## config.mk

```make
export PLATFORM = sky130hd
export DESIGN_NAME = fetch_line_buffer
export DESIGN_NICKNAME = d
export VERILOG_FILES = /design/src/rtl/flb_pkg.sv /design/src/rtl/flb_line_store.sv /design/src/rtl/flb_extract.sv /design/src/rtl/flb_req_ctrl.sv /design/src/rtl/fetch_line_buffer.sv
export SDC_FILE = /design/constraint.sdc
export NUM_CORES = 2
export LEC_CHECK = 0
export BUFFER_PORTS_ARGS = -buffer_cell sky130_fd_sc_hd__buf_2
export CORE_UTILIZATION = 45
export DETAILED_ROUTE_END_ITERATION = 10
export PLACE_DENSITY = 0.73
export SLEW_MARGIN = 10
export SYNTH_ARGS = -nofsm -noshare
export SYNTH_HDL_FRONTEND = slang
export SYNTH_SLANG_ARGS = --single-unit
```

## constraint.sdc

```tcl
create_clock -name clk -period 5.06 [get_ports clk]
set_input_delay 0.506 -clock clk [delete_from_list [all_inputs] [get_ports clk]]
set_output_delay 0.506 -clock clk [all_outputs]
set_load 0.02 [all_outputs]
```

## src/rtl/flb_pkg.sv

```systemverilog
package flb_pkg;

    localparam int LINE_BYTES     = 64;
    localparam int LINE_BITS      = LINE_BYTES * 8;
    localparam int WORD_BITS      = 32;
    localparam int WORDS_PER_LINE = LINE_BITS / WORD_BITS;
    localparam int OFF_BITS       = $clog2(LINE_BYTES);

    typedef enum logic [1:0] {
        TS_RUN        = 2'd0,
        TS_WAIT_RSP   = 2'd1,
        TS_WAIT_RETRY = 2'd2
    } thr_state_e;

endpackage

```

## src/rtl/flb_line_store.sv

```systemverilog
module flb_line_store
    import flb_pkg::*;
#(
    parameter int NT    = 2,
    parameter int AW    = 32,
    parameter int TID_W = 1
) (
    input  logic                 clk,
    input  logic                 rst_n,
    input  logic                 rec_en,
    input  logic [TID_W-1:0]     rec_tid,
    input  logic [AW-1:0]        rec_addr,
    input  logic                 fill_en,
    input  logic [TID_W-1:0]     fill_tid,
    input  logic [LINE_BITS-1:0] fill_data,
    input  logic [TID_W-1:0]     rd_tid,
    input  logic [AW-1:0]        rd_pc,
    output logic                 rd_hit,
    output logic [LINE_BITS-1:0] rd_line
);

    localparam int TAGB = AW - OFF_BITS;

    logic [TAGB-1:0]      line_tag_q [NT];
    logic [NT-1:0]        line_vld_q;
    logic [LINE_BITS-1:0] line_dat_q [NT];

    for (genvar t = 0; t < NT; t++) begin : g_thr
        always_ff @(posedge clk or negedge rst_n) begin
            if (!rst_n) begin
                line_tag_q[t] <= '0;
                line_vld_q[t] <= 1'b0;
                line_dat_q[t] <= '0;
            end else if (rec_en && rec_tid == TID_W'(t)) begin
                line_tag_q[t] <= rec_addr[AW-1:OFF_BITS];
                line_vld_q[t] <= 1'b0;
            end else if (fill_en && fill_tid == TID_W'(t)) begin
                line_dat_q[t] <= fill_data;
                line_vld_q[t] <= 1'b1;
            end
        end
    end

    always_comb begin
        rd_hit  = line_vld_q[rd_tid] && (line_tag_q[rd_tid] == rd_pc[AW-1:OFF_BITS]);
        rd_line = line_dat_q[rd_tid];
    end

endmodule

```

## src/rtl/flb_extract.sv

```systemverilog
module flb_extract
    import flb_pkg::*;
#(
    parameter int AW    = 32,
    parameter int W     = 4,
    parameter int CNT_W = 3
) (
    input  logic                 clk,
    input  logic                 rst_n,
    input  logic                 en,
    input  logic [AW-1:0]        pc,
    input  logic [LINE_BITS-1:0] line,
    input  logic [W-1:0]         br_taken,
    input  logic [W*AW-1:0]      br_target,
    output logic [W*WORD_BITS-1:0] words,
    output logic [CNT_W-1:0]     count,
    output logic [AW-1:0]        npc
);

    logic          taken;
    logic [AW-1:0] seq_base;
    int            idx;

    always_comb begin
        words    = '0;
        count    = '0;
        taken    = 1'b0;
        npc      = pc;
        seq_base = {pc[AW-1:2], 2'b00};
        idx      = 0;
        if (en) begin
            for (int i = 0; i < W; i++) begin
                idx = int'(pc[OFF_BITS-1:2]) + i;
                if (!taken && idx < WORDS_PER_LINE) begin
                    words[i*WORD_BITS +: WORD_BITS] = line[idx*WORD_BITS +: WORD_BITS];
                    count = count + CNT_W'(1);
                    if (br_taken[i]) begin
                        taken = 1'b1;
                        npc   = br_target[i*AW +: AW];
                    end
                end
            end
            if (!taken) begin
                npc = seq_base + AW'({count, 2'b00});
            end
        end
    end

    AST_LINE_EDGE: assert property (@(posedge clk) disable iff (!rst_n)
        en |-> (int'(pc[OFF_BITS-1:2]) + int'(count) <= WORDS_PER_LINE)) else $error("line edge");
    AST_WIDTH_CAP: assert property (@(posedge clk) disable iff (!rst_n)
        int'(count) <= W) else $error("width cap");

endmodule

```

## src/rtl/flb_req_ctrl.sv

```systemverilog
module flb_req_ctrl
    import flb_pkg::*;
#(
    parameter int NT    = 2,
    parameter int AW    = 32,
    parameter int SEQ_W = 2,
    parameter int TID_W = 1,
    parameter int TAG_W = 3
) (
    input  logic             clk,
    input  logic             rst_n,
    input  logic             fetch_en,
    input  logic [TID_W-1:0] fetch_tid,
    input  logic [AW-1:0]    fetch_pc,
    input  logic             line_hit,
    input  logic             irq_pending,
    input  logic             squash_valid,
    input  logic [TID_W-1:0] squash_tid,
    input  logic             mem_req_ready,
    input  logic             mem_retry,
    input  logic             rsp_valid,
    input  logic [TAG_W-1:0] rsp_tag,
    output logic             mem_req_valid,
    output logic [AW-1:0]    mem_req_addr,
    output logic [TAG_W-1:0] mem_req_tag,
    output logic             fetch_run,
    output logic             new_req,
    output logic             fill_en,
    output logic [TID_W-1:0] fill_tid,
    output logic             rsp_drop
);

    thr_state_e       st_q   [NT];
    thr_state_e       st_d   [NT];
    logic [SEQ_W-1:0] seq_q  [NT];
    logic [SEQ_W-1:0] seq_d  [NT];
    logic [SEQ_W-1:0] oseq_q [NT];
    logic [SEQ_W-1:0] oseq_d [NT];

    logic             blocked_q, blocked_d;
    logic [TID_W-1:0] rtid_q, rtid_d;
    logic [AW-1:0]    raddr_q, raddr_d;
    logic [TAG_W-1:0] rtag_q, rtag_d;

    logic             resend;
    logic             fetch_sq;
    logic             owner_sq;
    logic [TID_W-1:0] rsp_tid;
    logic [SEQ_W-1:0] rsp_seq;
    logic [AW-1:0]    line_addr;
    logic [NT-1:0]    in_retry;

    // Output / decision logic
    always_comb begin
        owner_sq  = squash_valid && (squash_tid == rtid_q);
        fetch_sq  = squash_valid && (squash_tid == fetch_tid);
        resend    = blocked_q && mem_retry && !owner_sq;
        fetch_run = fetch_en && !fetch_sq && (st_q[fetch_tid] == TS_RUN);
        line_addr = {fetch_pc[AW-1:OFF_BITS], {OFF_BITS{1'b0}}};
        new_req   = fetch_run && !line_hit && !blocked_q &&
                    !(irq_pending && (fetch_pc[1:0] == 2'b00));

        mem_req_valid = resend || new_req;
        mem_req_addr  = resend ? raddr_q : line_addr;
        mem_req_tag   = resend ? rtag_q  : {fetch_tid, seq_q[fetch_tid]};

        rsp_tid  = rsp_tag[TAG_W-1:SEQ_W];
        rsp_seq  = rsp_tag[SEQ_W-1:0];
        fill_tid = rsp_tid;
        fill_en  = rsp_valid && (st_q[rsp_tid] == TS_WAIT_RSP) &&
                   (oseq_q[rsp_tid] == rsp_seq) &&
                   !(squash_valid && squash_tid == rsp_tid);
        rsp_drop = rsp_valid && !fill_en;
    end

    // Next-state logic
    always_comb begin
        blocked_d = blocked_q;
        rtid_d    = rtid_q;
        raddr_d   = raddr_q;
        rtag_d    = rtag_q;
        for (int t = 0; t < NT; t++) begin
            st_d[t]   = st_q[t];
            seq_d[t]  = seq_q[t];
            oseq_d[t] = oseq_q[t];
            unique case (st_q[t])
                TS_RUN: begin
                    if (new_req && fetch_tid == TID_W'(t)) begin
                        seq_d[t]  = seq_q[t] + SEQ_W'(1);
                        oseq_d[t] = seq_q[t];
                        st_d[t]   = mem_req_ready ? TS_WAIT_RSP : TS_WAIT_RETRY;
                    end
                end
                TS_WAIT_RSP: begin
                    if (fill_en && rsp_tid == TID_W'(t)) st_d[t] = TS_RUN;
                end
                TS_WAIT_RETRY: begin
                    if (resend && mem_req_ready && rtid_q == TID_W'(t)) st_d[t] = TS_WAIT_RSP;
                end
                default: st_d[t] = TS_RUN;
            endcase
            if (squash_valid && squash_tid == TID_W'(t)) st_d[t] = TS_RUN;
        end
        if (new_req && !mem_req_ready) begin
            blocked_d = 1'b1;
            rtid_d    = fetch_tid;
            raddr_d   = line_addr;
            rtag_d    = {fetch_tid, seq_q[fetch_tid]};
        end
        if (resend && mem_req_ready) blocked_d = 1'b0;
        if (blocked_q && owner_sq)   blocked_d = 1'b0;
    end

    // State register
    always_ff @(posedge clk or negedge rst_n) begin
        if (!rst_n) begin
            for (int t = 0; t < NT; t++) begin
                st_q[t]   <= TS_RUN;
                seq_q[t]  <= '0;
                oseq_q[t] <= '0;
            end
            blocked_q <= 1'b0;
            rtid_q    <= '0;
            raddr_q   <= '0;
            rtag_q    <= '0;
        end else begin
            for (int t = 0; t < NT; t++) begin
                st_q[t]   <= st_d[t];
                seq_q[t]  <= seq_d[t];
                oseq_q[t] <= oseq_d[t];
            end
            blocked_q <= blocked_d;
            rtid_q    <= rtid_d;
            raddr_q   <= raddr_d;
            rtag_q    <= rtag_d;
        end
    end

    always_comb begin
        for (int t = 0; t < NT; t++) in_retry[t] = (st_q[t] == TS_WAIT_RETRY);
    end

    AST_ONE_RETRY_SLOT: assert property (@(posedge clk) disable iff (!rst_n)
        $countones(in_retry) == (blocked_q ? 1 : 0)) else $error("retry slot");
    AST_BLOCKED_QUIET: assert property (@(posedge clk) disable iff (!rst_n)
        (blocked_q && !mem_retry) |-> !mem_req_valid) else $error("blocked request");
    AST_BLOCK_PERSISTS: assert property (@(posedge clk) disable iff (!rst_n)
        (blocked_q && !mem_retry && !owner_sq) |=> (blocked_q && $stable(raddr_q))) else $error("block lost");
    AST_SQUASH_UNBLOCKS: assert property (@(posedge clk) disable iff (!rst_n)
        (blocked_q && owner_sq) |=> !blocked_q) else $error("squash unblock");
    AST_IRQ_HOLD: assert property (@(posedge clk) disable iff (!rst_n)
        (irq_pending && fetch_pc[1:0] == 2'b00 && !mem_retry) |-> !mem_req_valid) else $error("irq hold");

endmodule

```

## src/rtl/fetch_line_buffer.sv

```systemverilog
module fetch_line_buffer
    import flb_pkg::*;
#(
    parameter int NT    = 2,
    parameter int W     = 4,
    parameter int AW    = 32,
    parameter int SEQ_W = 2,
    localparam int TID_W = (NT > 1) ? $clog2(NT) : 1,
    localparam int TAG_W = TID_W + SEQ_W,
    localparam int CNT_W = $clog2(W + 1)
) (
    input  logic                   clk,
    input  logic                   rst_n,
    input  logic                   fetch_en,
    input  logic [TID_W-1:0]       fetch_tid,
    input  logic [AW-1:0]          fetch_pc,
    input  logic [W-1:0]           br_taken,
    input  logic [W*AW-1:0]        br_target,
    input  logic                   irq_pending,
    input  logic                   squash_valid,
    input  logic [TID_W-1:0]       squash_tid,
    output logic                   mem_req_valid,
    output logic [AW-1:0]          mem_req_addr,
    output logic [TAG_W-1:0]       mem_req_tag,
    input  logic                   mem_req_ready,
    input  logic                   mem_retry,
    input  logic                   mem_rsp_valid,
    input  logic [TAG_W-1:0]       mem_rsp_tag,
    input  logic [LINE_BITS-1:0]   mem_rsp_data,
    output logic                   rsp_drop,
    output logic [W*WORD_BITS-1:0] inst_words,
    output logic [CNT_W-1:0]       inst_count,
    output logic [AW-1:0]          next_pc
);

    logic                 line_hit;
    logic [LINE_BITS-1:0] line_data;
    logic                 fetch_run;
    logic                 new_req;
    logic                 fill_en;
    logic [TID_W-1:0]     fill_tid;
    logic                 extract_en;

    flb_req_ctrl #(
        .NT(NT), .AW(AW), .SEQ_W(SEQ_W), .TID_W(TID_W), .TAG_W(TAG_W)
    ) u_ctrl (
        .clk          (clk),
        .rst_n        (rst_n),
        .fetch_en     (fetch_en),
        .fetch_tid    (fetch_tid),
        .fetch_pc     (fetch_pc),
        .line_hit     (line_hit),
        .irq_pending  (irq_pending),
        .squash_valid (squash_valid),
        .squash_tid   (squash_tid),
        .mem_req_ready(mem_req_ready),
        .mem_retry    (mem_retry),
        .rsp_valid    (mem_rsp_valid),
        .rsp_tag      (mem_rsp_tag),
        .mem_req_valid(mem_req_valid),
        .mem_req_addr (mem_req_addr),
        .mem_req_tag  (mem_req_tag),
        .fetch_run    (fetch_run),
        .new_req      (new_req),
        .fill_en      (fill_en),
        .fill_tid     (fill_tid),
        .rsp_drop     (rsp_drop)
    );

    flb_line_store #(
        .NT(NT), .AW(AW), .TID_W(TID_W)
    ) u_store (
        .clk      (clk),
        .rst_n    (rst_n),
        .rec_en   (new_req),
        .rec_tid  (fetch_tid),
        .rec_addr (mem_req_addr),
        .fill_en  (fill_en),
        .fill_tid (fill_tid),
        .fill_data(mem_rsp_data),
        .rd_tid   (fetch_tid),
        .rd_pc    (fetch_pc),
        .rd_hit   (line_hit),
        .rd_line  (line_data)
    );

    assign extract_en = fetch_run && line_hit;

    flb_extract #(
        .AW(AW), .W(W), .CNT_W(CNT_W)
    ) u_extract (
        .clk      (clk),
        .rst_n    (rst_n),
        .en       (extract_en),
        .pc       (fetch_pc),
        .line     (line_data),
        .br_taken (br_taken),
        .br_target(br_target),
        .words    (inst_words),
        .count    (inst_count),
        .npc      (next_pc)
    );

    AST_HIT_NO_FETCH_REQ: assert property (@(posedge clk) disable iff (!rst_n)
        (extract_en && !mem_retry) |-> !mem_req_valid) else $error("hit issued request");
    AST_MISS_NO_WORDS: assert property (@(posedge clk) disable iff (!rst_n)
        new_req |-> (inst_count == '0)) else $error("miss extracted");

endmodule

```

==> impl_metrics.py <==
metrics = {
    "routing": {
        "routed_wl_um": 265000,
        "wire_per_inst_um": 33.0,
        "first_pass_iters": 6,
        "viasPerCell": 6.44,
        "drtAntennaViolNets": 0,
        "drc": 0,
        "drtIter0Drc": 5251,
        "num_vias": 51800,
    },
    "placed_design": {
        "placed_area_um2": 71200,
        "place_hpwl_um": 200000,
        "place_congestion": 0.979,
        "portBuffers": 882,
        "dp_slack_ps": 325,
        "placedCellCount": 7422,
    },
    "setup_path": {
        "critPathLaunchType": "primary input",
        "reg2reg_depth": 5,
        "critPathMostFrequentCell": "nor2b_1",
        "endpoint_kind": "output pin",
        "cp-startpoint": "fetch_pc[3]",
        "r2r-end": "u_store.line_dat_q[410]",
        "arrival_ps": 4330,
        "crit_type": "in -> out",
        "r2r_slack_ps": 2230,
        "cp_max_fo": 13,
        "slowest_stage": "o31ai_1",
        "crit_end": "next_pc[30]",
        "crit_chain": "clkbuf_8, nand2_1, o32ai_1, nor2b_1, and2_1, xnor2_1, ha_1, inv_1, fa_1, nor2b_1, nor2_1, nor4_1, nor4b_1, a211oi_1, o31ai_1, buf_2",
        "r2r_start": "u_ctrl.st_q[1]",
        "max_stage_delay_ps": 500,
        "cp.required_ps": 4550,
    },
    "layout": {
        "finalNonFillerCells": 8044,
        "layout.nets": 6703,
        "fill_cells": 11600,
        "area_growth_pct": 22.5,
        "final_area_um2": 78900,
        "final_common_cell": "mux2_2",
        "drive_gt1_frac": 0.474,
        "regArea_um2": 28000,
        "mostFrequentLayoutCells": "1,139 x mux2_2, 1,120 x dfrtp_1, 876 x buf_2",
        "multiInputGateArea_um2": 34400,
    },
    "power": {
        "finalPower_uw": 35700,
        "power.density_nw_per_um2": 453,
        "p_leak_uw": 0.0357,
        "ir_drop_mv": 0.356,
    },
    "timing": {
        "slew_viol_final": 0,
        "rsz0062_at_grt": "false",
        "finalSetupViolCount": 0,
        "worst_pin_slew_ps": 1060,
        "finalSetupTns_ps": 0,
        "finalHoldViolations": 0,
        "worst_slack_ps": 224,
        "fin_crit_sh": 0.956,
        "fmax_ghz": 0.207,
        "slew_headroom": 0.292,
        "fin_skew_ps": 67.1,
        "min_period_ps": 4840,
    },
    "global_routing": {
        "antenna_found_initial": 151,
        "grt_pass1_wl_um": 377000,
        "grt-ovfl-total": 0,
        "grt_usage": 0.361,
        "grt_pass1_vias": 53400,
        "grt_max_degree": 170,
    },
    "yosys": {
        "yosysUniqueCellTypes": 75,
        "synth-seq-area-share": 0.435,
        "ys_ff_latch": 1120,
        "synthFlopType": "dfrtp_1",
        "synth_edf_count": 0,
        "synth_area_per_cell_um2": 13.1,
        "syn-cell-area_um2": 64400,
        "syn_inst": 4926,
        "synthArstFlopShare": 1.00,
        "yosys_warnings": 0,
    },
    "die": {
        "die_w_um": 380,
        "dieArea_um2": 145000,
        "coreArea_um2": 142000,
        "io-pin-count": 889,
        "initial_core_util": 0.454,
        "die_h_um": 380,
        "rows": 138,
    },
    "cts": {
        "cts_tree": "built",
        "clock-sinks": 1120,
        "path_clk_slew_ps": 60,
        "cts_buffers": 119,
        "cts_setup_buffers": 0,
        "clk-insertion-delay-late_ps": 790,
        "max-clock-path-buffers": 3,
        "cts_max_level": 3,
        "cts-root-buf": "clkbuf_16",
        "cts_resized": 0,
    },
    "hold_path": {
        "hold_path.class": "in -> reg",
    },
    "status": {
        "status": "finished, final reports clean",
    },
    "job": {
        "maxCapViolCount": 0,
    },
}
[registers in the layout (all words and copies together), names as in the netlist]
register / flops
u_store.line_tag_q: 52
u_ctrl.seq_q: 4
u_store.line_dat_q: 1024
u_ctrl.st_q: 4
u_ctrl.rtag_q: 3
u_ctrl.blocked_q: 1
u_ctrl.oseq_q: 4
u_store.line_vld_q: 2
u_ctrl.raddr_q: 26
[worst min path at each step]
stage                                from                       to  slack, ps  cells after the start
floorplan                           rst_n         u_ctrl.blocked_q        210                      0
global placement    u_store.line_tag_q[9]    u_store.line_tag_q[9]        470                      1
detailed placement  u_store.line_vld_q[1]    u_store.line_vld_q[1]        480                      1
CTS                     mem_rsp_data[344]  u_store.line_dat_q[856]       0.03                      2
global route            mem_rsp_data[173]  u_store.line_dat_q[685]          7                      2
finish                  mem_rsp_data[252]  u_store.line_dat_q[252]         20                      2
[layer usage]
layer  GRT usage  part of all wire  up-vias
met4       0.299             0.099       60
met3      0.0904             0.082      963
li1            -                 -    21000
met5           0            0.0015        -
met2       0.630              0.51     3002
met1       0.362              0.31    26800
[where the power goes]
part	internal, uW	switching [uW]	leakage [uW]	total, uW
Combinational	6440	4940	0.0188	11400
Sequential	12400	2860	0.0149	15300
Clock	5240	3830	0.00198	9060
[per-stage QoR]
stage | utilization | hold slack, ps
floorplan | - | 210
global placement | 0.502 | 473
detailed placement | 0.502 | 482
CTS | 0.556 | 0.0282
global route | 0.556 | 7.49
finish | 0.557 | 16.7
[synthesized netlist by cell type, types with 4 or more instances]
library cell,n,area (um2)
a211oi_1,98,736
a21o_1,4,30.0
a21oi_1,164,821
a221oi_1,5,43.8
a222oi_1,5,50.1
a22o_1,4,35.0
a311oi_1,51,447
a31o_2,7,61.3
a31oi_1,32,200
and2_1,8,50.1
and3_1,37,231
and4_1,6,52.6
buf_1,44,165
buf_2,91,455
buf_4,32,240
clkbuf_1,294,1100
dfrtp_1,1120,28000
ha_1,4,50.1
inv_1,16,60.1
mux2_1,29,327
mux2_2,1139,12800
mux2i_1,274,2740
mux4_2,469,10600
nand2_1,434,1630
nand3_1,21,105
nand4_1,13,81.3
nor2_1,186,698
nor2b_1,32,200
nor3_1,8,40.0
nor4_1,7,43.8
nor4_2,4,50.1
o211a_1,4,40.0
o211ai_1,33,248
o21ai_0,53,265
o21ai_1,18,90.1
o221ai_1,35,307
o22a_1,12,105
o22ai_1,6,37.5
o311ai_0,15,131
o41ai_1,29,254
xnor2_1,29,254
[cells by family after synthesis]
logic type / share of synthesized area
DFF: 0.435
xor gates and xnor gates: 0.00435
muxes: 0.411
and+or+nand+nor: 0.0515
other: 0.0000582
AOI/OAI and AO/OA: 0.0649
adders and majority gates: 0.00109
buffers and inverters: 0.0320
[worst max-delay path: cells and delay by family]
family | cells | cell delay (ps)
AO/OA/AOI/OAI | 3 | 970
XOR/XNOR | 1 | 160
buffers and inverters | 3 | 510
AND/OR/NAND/NOR | 7 | 1610
adder cells (fa/ha/maj) | 2 | 570
[area by class of cell]
cell class,count,area share
well taps,1890,0.0300
repair buffers,1421,0.125
diodes,51,0.00162
flip-flops and latches,1120,0.355
clock buffers,183,0.0456
inverters,17,0.000967
multi-input cells,3330,0.436
clock inverters,32,0.00561
[timing repair]
action	CTS	global route
setup endpoints to repair	0	0
hold buffers	356	0
hold endpoints to repair	750	0
Note: power is estimated with default switching activity, not from simulation.
